**src/rtl/launch_gate.sv**
```systemverilog
module launch_gate #(
  parameter int DEPTH      = 8,
  parameter int ID_W       = 8,
  parameter int NS_W       = 30,
  parameter int NS_PER_SEC = 1_000_000_000
) (
  input  logic            clk,
  input  logic            rst_n,
  input  logic            push_valid,
  input  logic [ID_W-1:0] push_id,
  input  logic [NS_W-1:0] push_ns,
  input  logic [NS_W-1:0] now_ns,
  input  logic [NS_W-1:0] late_tol,
  input  logic [NS_W-1:0] rx_ts_ns,
  input  logic [NS_W-1:0] reply_delay,
  output logic [NS_W-1:0] reply_ns,
  output logic            rel_valid,
  output logic [ID_W-1:0] rel_id,
  output logic            rel_late,
  output logic            full,
  output logic            overflow
);
  localparam int PW = (DEPTH > 1) ? $clog2(DEPTH) : 1;
  localparam int CW = PW + 1;
  localparam int SW = NS_W + 1;
  localparam logic [SW-1:0] SEC  = SW'(NS_PER_SEC);
  localparam logic [SW-1:0] HALF = SW'(NS_PER_SEC / 2);

  logic [ID_W-1:0] id_q [DEPTH];
  logic [NS_W-1:0] t_q  [DEPTH];
  logic [PW-1:0]   rp, wp;
  logic [CW-1:0]   cnt;
  logic [SW-1:0]   ahead, behind, rsum;
  logic            fire, do_push, waiting;

  assign full    = (cnt == CW'(DEPTH));
  assign do_push = push_valid && !full;

  always_comb begin
    if (t_q[rp] >= now_ns) ahead = {1'b0, t_q[rp]} - {1'b0, now_ns};
    else                   ahead = {1'b0, t_q[rp]} + SEC - {1'b0, now_ns};
    behind  = (ahead == '0) ? '0 : SEC - ahead;
    waiting = (ahead != '0) && (ahead <= HALF);
    fire    = (cnt != '0) && !waiting;
  end

  assign rsum     = {1'b0, rx_ts_ns} + {1'b0, reply_delay};
  assign reply_ns = (rsum >= SEC) ? NS_W'(rsum - SEC) : NS_W'(rsum);

  always_ff @(posedge clk) begin
    if (do_push) begin
      id_q[wp] <= push_id;
      t_q[wp]  <= push_ns;
    end
    if (!rst_n) begin
      rp        <= '0;
      wp        <= '0;
      cnt       <= '0;
      rel_valid <= 1'b0;
      rel_id    <= '0;
      rel_late  <= 1'b0;
      overflow  <= 1'b0;
    end else begin
      if (do_push) wp <= (wp == PW'(DEPTH - 1)) ? '0 : wp + 1'b1;
      if (fire)    rp <= (rp == PW'(DEPTH - 1)) ? '0 : rp + 1'b1;
      cnt       <= cnt + CW'(do_push) - CW'(fire);
      rel_valid <= fire;
      rel_id    <= fire ? id_q[rp] : rel_id;
      rel_late  <= fire && (behind > {1'b0, late_tol});
      if (push_valid && full) overflow <= 1'b1;
    end
  end
endmodule

```
**config.mk**
```make
export PLATFORM = sky130hd
export DESIGN_NAME = launch_gate
export DESIGN_NICKNAME = d
export VERILOG_FILES = /design/src/rtl/launch_gate.sv
export SDC_FILE = /design/constraint.sdc
export NUM_CORES = 1
export LEC_CHECK = 0
export BUFFER_PORTS_ARGS = -buffer_cell sky130_fd_sc_hd__buf_2
export CAP_MARGIN = 10
export CORE_MARGIN = 5
export CORE_UTILIZATION = 45
export CTS_BUF_LIST = sky130_fd_sc_hd__clkbuf_2
export DETAILED_ROUTE_END_ITERATION = 7
export PLACE_DENSITY_LB_ADDON = 0.15
export REMOVE_ABC_BUFFERS = 1
export SLEW_MARGIN = 10
export SYNTH_ARGS = -nofsm -noshare
export SYNTH_HDL_FRONTEND = slang
export SYNTH_SLANG_ARGS = --single-unit
```
**constraint.sdc**
```tcl
create_clock -name clk -period 8 [get_ports clk]
set_input_delay 0.4 -clock clk [delete_from_list [all_inputs] [get_ports clk]]
set_output_delay 0.4 -clock clk [all_outputs]
set_load 0.01 [all_outputs]
```
==> impl_metrics.csv <==
group,metric,value,unit
outcome,status,"finished, final reports clean",
finish,design_area,25700,µm²
setup_path,rr_endpoint,"rel_late",
setup_path,arrival,8500,ps
grt,grt_pass1_vias,17000,
floorplan,start_util,45.3,%
finish,area_growth,16.6,%
floorplan,ios,203,
timing,period_minus_slack,7610,ps
grt,grtUsageTotal,21.5,%
placement,port_buffers,202,
setup_path,critPathCaptureType,"register",
pwr,leakage,0.0101,µW
timing,clock.fmax,131,MHz
placement,placed_cell_area,24100,µm²
setup_path,cp_data_required_time,8890,ps
hold_path,hp-class,"in -> reg",
setup_path,worst_path_largest_cell_delay,550,ps
clock_tree,ctsHtreeMaxLevel,3,
finish,layout_common_cells,"edfxtp_1, buf_2, inv_1, ha_1, nand2_1",
clock_tree,clk_path_buf_depth,3,
pwr,finalPower,11400,µW
yosys,yosys_warnings,0,
routing,drc,0,
setup_path,path_max_fanout,13,
timing,finalHoldViolCount,0,
yosys,ys_seq_area_share,43.6,%
clock_tree,numClockSinks,328,
grt,overflow,0,
floorplan,die_height,231,µm
finish,nets,2638,
clock_tree,cts_tree,"yes",
timing,setup_slack,391,ps
hold_path,hold_depth,6,
timing,timing.final.crit_share,95.1,%
timing,grt_setup_unrepaired,"no",
clock_tree,worstSkewPairLatency,1020,ps
finish,fill_cells,4394,
setup_path,crit_slowest_cell,"fa_1",
finish,multi_input_area,11800,µm²
floorplan,rows,81,
timing,fin_skew,117,ps
clock_tree,numCtsBuffers,80,
grt,grt_max_degree,39,
yosys,synthArstFlopShare,0,%
floorplan,core_area,48600,µm²
clock_tree,path_clk_slew,100,ps
placement,dp_hpwl,43200,µm
pwr,powerDensity,446,nW/µm²
yosys,synth-edff-count,304,
timing,finalSetupViolations,0,
grt,grt_pass1_wl,91700,µm
timing,tightest_slew,886,ps
finish,drive_gt1_share,25.3,%
grt,antenna_found_initial,8,
yosys,synth_cell_type_count,94,
placement,place_ws,41.2,ps
setup_path,worstRegToRegCells,30,
hold_path,min_to,"rel_late",
yosys,synth_area,22000,µm²
yosys,avgSynthCellArea,11.2,µm²
finish,post-route-util,52.8,%
pwr,ir_drop,0.205,mV
timing,max_slew_margin,40.2,%
routing,drt_wl_total,59000,µm
routing,post_drt_via_cell_ratio,5.69,
routing,drtIter0Drc,1100,
setup_path,critPathLaunchType,"register",
job,drv_cap,0,
setup_path,r2r_slack,390,ps
routing,postRouteAntennaNets,0,
floorplan,die_w,231,µm
routing,vias,17100,
routing,firstDrtPassIters,5,
finish,regArea,9620,µm²
clock_tree,cts_root_buffer,"clkbuf_2",
placement,gp_congestion,0.902,
finish,final_common_cell,"edfxtp_1",
floorplan,die-area,53500,µm²
yosys,ys_seq_elements,328,
timing,finalMaxSlewViolations,0,
hold_path,min_from,"late_tol[0]",
setup_path,path_class,"reg -> reg",
setup_path,crit_top_cell,"o21a_1",
routing,wl_per_cell,19.6,µm
yosys,syn_inst,1968,
yosys,synthFlopType,"edfxtp_1",
cells in the mapped netlist, types with 12 or more instances:
master | number | share of area (%)
clkbuf_1 | 46 | 0.78
xnor2_1 | 74 | 2.9
a211oi_1 | 20 | 0.68
o211ai_1 | 20 | 0.68
nand2b_1 | 23 | 0.65
a21o_1 | 38 | 1.3
nor2b_1 | 24 | 0.68
xor2_1 | 27 | 1.1
buf_2 | 16 | 0.36
nand2_1 | 115 | 2.0
and2_1 | 22 | 0.62
a31oi_1 | 22 | 0.62
o21ai_0 | 89 | 2.0
a21oi_1 | 110 | 2.5
nor3_1 | 56 | 1.3
mux2i_1 | 46 | 2.1
mux4_2 | 76 | 7.8
mux2_2 | 19 | 0.97
nor2_1 | 97 | 1.7
or2_2 | 15 | 0.43
fa_1 | 20 | 1.8
nand3b_1 | 15 | 0.51
edfxtp_1 | 304 | 41
inv_1 | 143 | 2.4
o21a_1 | 23 | 0.78
nand3_1 | 54 | 1.2
and3_1 | 22 | 0.62
ha_1 | 144 | 8.2
nor4_1 | 14 | 0.40
nand4_1 | 33 | 0.94
o211a_1 | 14 | 0.64
or3_1 | 12 | 0.34
dfxtp_1 | 24 | 2.2
per-stage QoR:
step / cells / hold WS, ps / TNS (ps)
final: 3006 / 168 / 0
after CTS: 2980 / 2.02 / 0
after floorplan: 1892 / 499 / -4770
after detailed placement: 2786 / 476 / 0
after global placement: 2786 / 470 / 0
after global routing: 3006 / 66.6 / 0
worst max-delay path by stage:
stage | endpoint | slack [ps] | depth (start not counted)
2_1_floorplan | rel_late | -1720 | 27
4_1_cts | rel_late | 50 | 32
3_5_place_dp | rel_late | 40 | 32
5_1_grt | rel_late | 2 | 30
3_3_place_gp | rel_late | 180 | 32
6_report | rel_late | 390 | 30
cell type report:
type | count | area share (%)
multi-input combinational | 1420 | 45.9
sequential | 328 | 37.4
timing repair buffer | 339 | 8.61
tap | 622 | 3.03
inverter | 144 | 2.10
clock buffer | 106 | 2.06
clock inverter | 41 | 0.813
antenna | 6 | 0.0584
cells by family (layout without fill, tap and decap cells):
| family | Yosys count | in the layout | share of synthesized area [%] |
|---|---|---|---|
| AO/OA/AOI/OAI | 464 | 464 | 14.5 |
| AND/OR/NAND/NOR | 550 | 550 | 13.2 |
| flip-flops | 328 | 328 | 43.6 |
| buffers and inverters | 220 | 630 | 3.88 |
| adder cells (fa/ha/maj) | 164 | 164 | 9.99 |
| other | 0 | 6 | 0 |
| XOR/XNOR | 101 | 101 | 4.01 |
| multiplexers | 141 | 141 | 10.8 |
sequential cells by signal, indices dropped and copies added, names as in the netlist, named ones only:
register   cells
cnt            4
wp             3
id_q          64
rp             3
rel_valid      1
overflow       1
rel_late       1
rel_id         8
t_q          240
critical path: cells and delay by family (launching register included):
family	cells	cell delay (ps)
AND/OR/NAND/NOR	9	2250
adder cells (fa/ha/maj)	3	1080
flip-flops	1	450
AO/OA/AOI/OAI	13	2450
multiplexers	2	830
buffers and inverters	3	420
metal layers:
layer | wire length (µm) | global-route usage [%] | part of all wire [%] | vias up
li1 | - | - | - | 8258
met1 | 26100 | 28.8 | 44 | 8296
met2 | 28900 | 36.3 | 49 | 476
met3 | 3140 | 3.88 | 5.3 | 68
met4 | 884 | 5.39 | 1.5 | 4
met5 | 21 | 0 | 0.036 | -
what timing repair did:
item	CTS	global route
gates resized for setup	1	54
hold buffers	43	0
gates cloned	0	0
hold endpoints to repair	328	0
setup buffers	4	20
setup endpoints to repair	1	1
pin swaps	1	15
power breakdown:
group | internal (µW) | switching [µW]
Sequential | 2000 | 66.9
Clock | 408 | 669
Combinational | 3580 | 4730
Total | 5980 | 5470
No activity file was read; power rests on OpenSTA's default activity.
